[src/rtl/irq_ret_ctl.sv]
module irq_ret_ctl #(
  parameter int W      = 32,
  parameter int NINT   = 16,
  parameter int DSLOTS = 5
) (
  input  logic         clk,
  input  logic         rst_n,
  input  logic         strap_le,
  input  logic         int_take,
  input  logic         nmi_take,
  input  logic [W-1:0] ret_addr,
  input  logic         ret_irp,
  input  logic         ret_nrp,
  input  logic         wr_en,
  input  logic [3:0]   wr_sel,
  input  logic [W-1:0] wr_data,
  input  logic [3:0]   rd_sel,
  output logic [W-1:0] rd_data,
  output logic         gie,
  output logic         nmie,
  output logic         fetch_redir,
  output logic [W-1:0] fetch_addr
);
  localparam int CW = $clog2(DSLOTS + 1);
  localparam logic [3:0] S_AMR = 4'd0, S_CSR = 4'd1, S_SET = 4'd2, S_CLR = 4'd3,
                         S_IER = 4'd4, S_IFR = 4'd5, S_TBL = 4'd6, S_IRP = 4'd7,
                         S_NRP = 4'd8;
  localparam int NMI_BIT = 1;

  logic [W-1:0]    amr_q, tbl_q, irp_q, nrp_q, redir_addr_q;
  logic [NINT-1:0] ifr_q, ier_q;
  logic            gie_q, pgie_q, le_q, boot_q, redir_q, kind_q;
  logic [CW-1:0]   cnt_q;

  wire ret_go = (ret_irp || ret_nrp) && (cnt_q == '0);
  wire apply  = (cnt_q == CW'(1));
  wire [W-1:0] csr_w = W'({7'b0, le_q, 6'b0, pgie_q, gie_q});

  function automatic logic wr_hit(input logic [3:0] s);
    return wr_en && (wr_sel == s);
  endfunction

  always_ff @(posedge clk) begin
    if (!rst_n) begin
      amr_q        <= '0;
      tbl_q        <= '0;
      ifr_q        <= '0;
      ier_q        <= NINT'(1);
      gie_q        <= 1'b0;
      pgie_q       <= 1'b0;
      le_q         <= strap_le;
      boot_q       <= 1'b1;
      redir_q      <= 1'b0;
      redir_addr_q <= '0;
      cnt_q        <= '0;
      kind_q       <= 1'b0;
    end else begin
      boot_q  <= 1'b0;
      redir_q <= 1'b0;
      if (cnt_q != '0) cnt_q <= cnt_q - CW'(1);
      if (ret_go) begin
        redir_q      <= 1'b1;
        redir_addr_q <= ret_nrp ? nrp_q : irp_q;
        cnt_q        <= CW'(DSLOTS);
        kind_q       <= ret_nrp;
      end
      if (wr_hit(S_AMR)) amr_q <= wr_data;
      if (wr_hit(S_TBL)) tbl_q <= wr_data;
      if (wr_hit(S_IER)) ier_q <= wr_data[NINT-1:0];
      if (wr_hit(S_SET)) ifr_q <= ifr_q | wr_data[NINT-1:0];
      if (wr_hit(S_CLR)) ifr_q <= ifr_q & ~wr_data[NINT-1:0];
      if (wr_hit(S_CSR)) begin
        gie_q  <= wr_data[0];
        pgie_q <= wr_data[1];
      end
      if (apply && !kind_q) gie_q <= pgie_q;
      if (apply && kind_q)  ier_q[NMI_BIT] <= 1'b1;
      if (int_take) begin
        pgie_q <= gie_q;
        gie_q  <= 1'b0;
      end
      if (nmi_take) ier_q[NMI_BIT] <= 1'b0;
    end
  end

  always_ff @(posedge clk) begin
    if (wr_hit(S_IRP)) irp_q <= wr_data;
    if (int_take)      irp_q <= ret_addr;
    if (wr_hit(S_NRP)) nrp_q <= wr_data;
    if (nmi_take)      nrp_q <= ret_addr;
  end

  always_comb begin
    case (rd_sel)
      S_AMR:   rd_data = amr_q;
      S_CSR:   rd_data = csr_w;
      S_IER:   rd_data = W'(ier_q);
      S_IFR:   rd_data = W'(ifr_q);
      S_TBL:   rd_data = tbl_q;
      S_IRP:   rd_data = irp_q;
      S_NRP:   rd_data = nrp_q;
      default: rd_data = '0;
    endcase
  end

  assign gie         = gie_q;
  assign nmie        = ier_q[NMI_BIT];
  assign fetch_redir = boot_q | redir_q;
  assign fetch_addr  = boot_q ? '0 : redir_addr_q;
endmodule

[config.mk]
export PLATFORM = sky130hd
export DESIGN_NAME = irq_ret_ctl
export DESIGN_NICKNAME = d
export VERILOG_FILES = /design/src/rtl/irq_ret_ctl.sv
export SDC_FILE = /design/constraint.sdc
export NUM_CORES = 1
export LEC_CHECK = 0
export BUFFER_PORTS_ARGS = -buffer_cell sky130_fd_sc_hd__buf_2
export CAP_MARGIN = 20
export CORE_ASPECT_RATIO = 1.25
export CORE_MARGIN = 4
export CORE_UTILIZATION = 45
export CTS_BUF_LIST = sky130_fd_sc_hd__clkbuf_16
export DETAILED_ROUTE_END_ITERATION = 6
export PLACE_DENSITY = 0.79
export SYNTH_ARGS = -nofsm -noshare
export SYNTH_HDL_FRONTEND = slang
export SYNTH_SLANG_ARGS = --single-unit
[constraint.sdc]
create_clock -name clk -period 1.95 [get_ports clk]
set_input_delay 0.2925 -clock clk [delete_from_list [all_inputs] [get_ports clk]]
set_output_delay 0.2925 -clock clk [all_outputs]
set_load 0.02 [all_outputs]
==> impl_metrics.json, run 1 <==
{
  "outcome": "finished, violations left",
  "violations": "negative setup slack",
  "rsz0062_at_grt": "true",
  "max_slew.worst_pin.slew_ps": 963,
  "max_stage_delay_ps": 320,
  "ys_seq_elements": 201,
  "synth_cells": 925,
  "crit_required_ps": 1660,
  "cts_root_buf": "clkbuf_16",
  "syn_nets": 1008,
  "r2r_cells": 6,
  "syn_area_um2": 9680,
  "fin_crit_sh": 1.05,
  "nNetsFinal": 1153,
  "met2_usage": 0.408,
  "drc_errors": 0,
  "setup_ws_ps": -102,
  "met1_usage": 0.289,
  "grt_use_met3": 0.0398,
  "vdd_drop_max_mv": 0.696,
  "synth.top_cells.by_area": "dfxtp_1 (28%), edfxtp_1 (20%), mux2i_1 (9.0%), mux2_2 (8.4%), a21oi_1 (3.3%)",
  "synthXorXnorAreaFrac": 0,
  "max_clock_freq_mhz": 487,
  "fin_skew_ps": 18.2,
  "vias": 7996,
  "arrival_ps": 1760,
  "die_width_um": 139,
  "path_class": "flop to output port",
  "netlist.area_leader.share": 0.281,
  "synth_common_cells": "dfxtp_1 (136), mux2i_1 (87), mux2_2 (72), nand2_1 (69), edfxtp_1 (65)",
  "relSlewSlack": 0.358,
  "yosysMostFrequentCell": "dfxtp_1",
  "yosys.area_share.simple": 0.120,
  "htreeDepth": 1,
  "async_flop_share": 0,
  "start_util": 0.462,
  "finalSetupTns_ps": -301,
  "layout-drive-gt1-share": 0.308,
  "wl_per_cell_um": 21.0,
  "dpl.hpwl_mm": 19.6,
  "hold_viol": 0,
  "grt-ovfl-total": 0,
  "wl_mm": 28.5,
  "top_usage_layer": "met2",
  "holdCritPathClass": "input pin to flop",
  "port_buffers": 146,
  "crit_path_end_kind": "output port",
  "crit_path_start_kind": "flop",
  "synth_warnings": 0,
  "clk_pin_slew_ps": 60,
  "path_cells": "mux2_2, a32o_1, a211o_1, buf_2",
  "rr_startpoint": "cnt_q[0]$_SDFFE_PN0P_",
  "finalSetupViolations": 6,
  "period_minus_slack_ps": 2050,
  "grt_max_degree": 70,
  "endpoint": "rd_data[4]",
  "synth_edf_count": 65,
  "postSynthAreaPerCell_um2": 10.5,
  "cts_tree": "yes",
  "synth_fa_ha_area_frac": 0.00388,
  "finalNonFillerCells": 1362,
  "place_congestion": 0.830,
  "p_per_area_nw_per_um2": 922,
  "drv_slew": 0,
  "postRouteAntennaNets": 0,
  "grt_pass1_vias": 7676,
  "r2r_slack_ps": 130,
  "power_leakage_uw": 0.00461,
  "drtPass1Iterations": 5,
  "cap_violations": 0,
  "grt_usage": 0.228,
  "areaGrowthSynthToFinish_pct": 20.4,
  "dpl.cell_count": 1317,
  "synth_top_cell_by_area": "dfxtp_1",
  "core-area_um2": 21000,
  "muxShareOfSynthArea": 0.175,
  "dieArea_um2": 23900,
  "clk_latency_ps": 500,
  "seq_area_frac_synth": 0.483,
  "cp_slowest_cell": "dfxtp_1",
  "clock-sinks": 201,
  "synth_top_family_by_area": "multiplexers",
  "grt_pass1_wl_mm": 43.7,
  "rows": 59,
  "via_per_inst": 5.87,
  "synth-main-ff-cell": "dfxtp_1",
  "yosysUniqueCellTypes": 53,
  "antenna_found_initial": 1,
  "clk_path_buf_depth": 3,
  "ioPinCount": 147,
  "drt_iter0_markers": 633,
  "die_h_um": 172,
  "path_max_fanout": 2,
  "synth_compound_area_frac": 0.166,
  "r2r-end": "redir_addr_q[21]$_SDFFE_PN0P_",
  "numCtsBuffers": 22
}
[worst min-delay path by stage]
stage | cells after the start | to | slack [ps] | start
6_report | 2 | ier_q[1]$_SDFFE_PP0P_ | 70 | nmi_take
3_5_place_dp | 1 | redir_addr_q[10]$_SDFFE_PN0P_ | 440 | redir_addr_q[10]$_SDFFE_PN0P_
5_1_grt | 3 | tbl_q[24]$_SDFFE_PN0P_ | 70 | wr_data[24]
2_1_floorplan | 0 | le_q$_DFFE_PN_ | 390 | strap_le
3_3_place_gp | 1 | redir_addr_q[27]$_SDFFE_PN0P_ | 440 | redir_addr_q[27]$_SDFFE_PN0P_
4_1_cts | 3 | tbl_q[29]$_SDFFE_PN0P_ | 50 | wr_data[29]
[state kept, by name, summed over array words and instances (netlist names), named ones only]
signal / cells
amr_q: 32
redir_addr_q: 32
cnt_q: 3
gie: 1
ier_q: 16
nrp_q: 32
irp_q: 32
le_q: 1
redir_q: 1
kind_q: 1
pgie_q: 1
tbl_q: 32
boot_q: 1
[critical path: cells and delay by family (launching register included)]
family,cells,cell delay [ps]
mux,1,270
compound gates,2,500
buf+inv,1,170
flops,1,320
[metrics by stage]
| step | hold WS (ps) | power (uW) | area, um2 | utilization | worst slack [ps] |
|---|---|---|---|---|---|
| after detailed placement | 439 | 6760 | 10800 | 0.517 | 6.97 |
| after floorplan | 391 | 6090 | 9680 | - | 8.56 |
| final | 69.3 | 10700 | 11600 | 0.556 | -102 |
| after global routing | 69.8 | 11200 | 11600 | 0.555 | -132 |
| after global placement | 436 | 6700 | 10800 | 0.517 | 53.7 |
| after CTS | 51.4 | 10800 | 11600 | 0.553 | -127 |
[cells by family (layout without fill, tap and decap cells)]
logic type / count (synthesis) / after routing
buffers and inverters: 101 / 262
adders and majority gates: 3 / 3
AOI/OAI and AO/OA: 236 / 236
other: 0 / 2
muxes: 160 / 160
DFF: 201 / 201
and+or+nand+nor: 224 / 224
[area by class of cell]
| type | count | area, um2 |
|---|---|---|
| diodes | 2 | 5.00 |
| clock buffers | 25 | 626 |
| clock inverters | 15 | 90.1 |
| fillers | 1837 | 9320 |
| inverters | 8 | 30.0 |
| multi-input cells | 623 | 4530 |
| flip-flops and latches | 201 | 4680 |
| well taps | 274 | 343 |
| repair buffers | 214 | 1340 |
[per-layer routing]
metal | part of all wire | up-vias
li1 | - | 3747
met1 | 0.40 | 3845
met4 | 0.020 | 2
met5 | 0.00025 | -
met2 | 0.50 | 355
met3 | 0.083 | 47
[timing repair]
item	CTS	global route
setup endpoints to repair	7	11
setup buffers	0	2
gates resized for setup	10	11
hold endpoints to repair	1	0
pin swaps	3	1
hold buffers	1	0
[cells in the final DEF (no fill, tap or decap), drive strengths merged, types with 9 or more instances in the layout]
master     n
nand2     69
a21oi     63
o2bb2ai   33
buf      213
a221o     16
nand3     51
nor2b     37
a22oi     12
nor3b     11
inv       15
nor2      24
clkbuf    25
edfxtp    65
mux2      73
o21ai     62
mux2i     87
a311oi    17
dfxtp    136
nand3b     9
[power by group]
group	internal (uW)	switching, uW
clock	2420	1630
sequential	4730	207
combinational	722	1040
total	7870	2880
Power figures use the tool's default switching activity.
==> run 2, diff against run 1 <==
--- a/config.mk
+++ b/config.mk
@@ -13,6 +13,7 @@
 export CTS_BUF_LIST = sky130_fd_sc_hd__clkbuf_16
 export DETAILED_ROUTE_END_ITERATION = 6
 export PLACE_DENSITY = 0.79
+export RECOVER_POWER = 25
 export SYNTH_ARGS = -nofsm -noshare
 export SYNTH_HDL_FRONTEND = slang
 export SYNTH_SLANG_ARGS = --single-unit
==> run 2 against run 1 <==
The run ends with max-capacitance violations, max-slew violations, negative setup slack left. Utilization fell by 0.24 points. Clock power hardly changed. Setup slack got worse by 1.5 ps. Final cell count about the same. Via count barely moved. Routed wire length is 0.27% higher. Total power barely moved. Critical path depth unchanged. Register-to-register slack hardly changed. Highest routed layer unchanged.
==> impl_metrics.json, run 2 (synthesis gave the netlist of run 1 again) <==
{
  "crit_buf_inv": 1,
  "final_cell_mix": "buf_2 (135), dfxtp_1 (130), mux2i_1 (87), mux2_2 (71), nand2_1 (69)",
  "vias": 7993,
  "path_cells": "mux2_2, a32o_1, a211o_1, buf_2",
  "grt-ovfl-total": 0,
  "die_width_um": 139,
  "holdCritPathClass": "input pin to flop",
  "numCtsBuffers": 22,
  "via_per_inst": 5.86,
  "cp_slowest_cell": "dfxtp_1",
  "outcome": "finished, violations left",
  "r2r-end": "redir_addr_q[22]$_SDFFE_PN0P_",
  "ioPinCount": 147,
  "die_h_um": 172,
  "arrival_ps": 1760,
  "cts_root_buf": "clkbuf_16",
  "setup_ws_ps": -104,
  "hold_depth": 3,
  "dpl.hpwl_mm": 19.6,
  "seqCellArea_um2": 4680,
  "comb_power_share": 0.162,
  "grt_usage": 0.228,
  "r2r_slack_ps": 140,
  "dieArea_um2": 23900,
  "crit_required_ps": 1660,
  "place_congestion": 0.830,
  "dp_worst_setup_slack_ps": 6.97,
  "cts_tree": "yes",
  "p_seq_frac": 0.460,
  "period_minus_slack_ps": 2050,
  "fin_skew_ps": 16.9,
  "hold_end": "tbl_q[27]$_SDFFE_PN0P_",
  "hold_viol": 0,
  "max_stage_delay_ps": 320,
  "multiInputGateArea_um2": 4520,
  "clk_latency_ps": 500,
  "crit_path_start_kind": "flop",
  "drtPass1Iterations": 5,
  "p_per_area_nw_per_um2": 926,
  "wl_mm": 28.6,
  "fin_crit_sh": 1.05,
  "clk_pin_slew_ps": 60,
  "drt_iter0_markers": 603,
  "crit_family": "compound AO/OA/AOI/OAI gates",
  "wl_per_cell_um": 21.0,
  "htreeDepth": 1,
  "clk_path_buf_depth": 3,
  "grt_pass1_vias": 7676,
  "max_slew.worst_pin.slew_ps": 1520,
  "violations": "max-capacitance violations, max-slew violations, negative setup slack",
  "clock-sinks": 201,
  "antenna_found_initial": 1,
  "relSlewSlack": -0.0110,
  "p_int_uw": 7860,
  "drv_slew": 70,
  "rr_startpoint": "cnt_q[0]$_SDFFE_PN0P_",
  "areaGrowthSynthToFinish_pct": 19.8,
  "p_clk_frac": 0.378,
  "postRouteAntennaNets": 0,
  "n_fill_cell": 1855,
  "grt_max_degree": 70,
  "swShare": 0.268,
  "port_buffers": 146,
  "max_clock_freq_mhz": 487,
  "path_max_fanout": 2,
  "switchingPower_uw": 2880,
  "finalPower_uw": 10700,
  "power_leakage_uw": 0.00457,
  "nNetsFinal": 1153,
  "cap_violations": 1,
  "rows": 59,
  "vdd_drop_max_mv": 0.699,
  "hold_start": "wr_data[27]",
  "drc_errors": 0,
  "start_util": 0.462,
  "grt_pass1_wl_mm": 43.7,
  "core-area_um2": 21000,
  "rsz0062_at_grt": "true",
  "r2r_cells": 6,
  "path_class": "flop to output port",
  "layout-drive-gt1-share": 0.297,
  "crit_path_end_kind": "output port",
  "finalSetupViolations": 6,
  "mostFrequentLayoutCell": "buf_2"
}
-- run 2: cell types whose count changed in the layout (fill, tap and decap cells not counted), sizes merged --
cell	change
buf	-12
diode	+1
clkbuf	+12
-- run 2: metal layers --
layer / track usage / vias up / wire length [um]
met5: 0 / - / 7
met1: 0.289 / 3839 / 11200
met4: 0.0570 / 2 / 539
met2: 0.408 / 366 / 14300
met3: 0.0398 / 40 / 2540
li1: - / 3746 / -
-- run 2: timing repair --
action                     4_1_cts  5_1_grt
setup endpoints to repair        7       11
hold buffers                     1        0
setup buffers                    0        2
pin swaps                        3        1
hold endpoints to repair         1        0
resized for setup               10       11
-- run 2: worst reg2reg max path, delay by kind of cell (launching register included) --
| family | cells | cell delay (ps) |
|---|---|---|
| compound gates | 1 | 170 |
| fa+ha+maj | 1 | 180 |
| buf+inv | 2 | 380 |
| flops | 1 | 330 |
| simple gates | 2 | 660 |
-- run 2: layout make-up --
cell class | instances | share of cell area
flip-flops and latches | 201 | 0.404
repair buffers | 214 | 0.112
diodes | 3 | 0.000647
well taps | 274 | 0.0296
inverters | 8 | 0.00259
multi-input cells | 623 | 0.390
clock inverters | 15 | 0.00777
clock buffers | 25 | 0.0539
-- run 2: worst max-delay path by stage --
stage | from | endpoint | slack (ps) | cells past startpoint
6_report | flop | rd_data[4] | -100 | 4
5_1_grt | flop | rd_data[4] | -130 | 4
4_1_cts | flop | rd_data[4] | -130 | 4
3_5_place_dp | rd_sel[2] | rd_data[3] | 7 | 6
3_3_place_gp | rd_sel[0] | rd_data[12] | 50 | 6
2_1_floorplan | rd_sel[2] | rd_data[11] | 9 | 4
-- run 2: power groups by stage --
stage          sequential (uW)  clock, uW  combinational, uW
2_1_floorplan             4950          0               1140
3_3_place_gp              5010          0               1690
3_5_place_dp              5010          0               1740
4_1_cts                   4930       4110               1750
5_1_grt                   4980       4280               1880
6_report                  4930       4050               1740
-- run 2: through the flow --
stage | instance area, um2 | util | cells | setup TNS, ps | hold slack [ps]
floorplan | 9680 | - | 925 | 0 | 391
CTS | 11600 | 0.553 | 1358 | -423 | 51.4
detailed placement | 10800 | 0.517 | 1317 | 0 | 439
global placement | 10800 | 0.517 | 1317 | 0 | 436
finish | 11600 | 0.553 | 1363 | -312 | 70.4
global route | 11600 | 0.553 | 1360 | -766 | 69.8
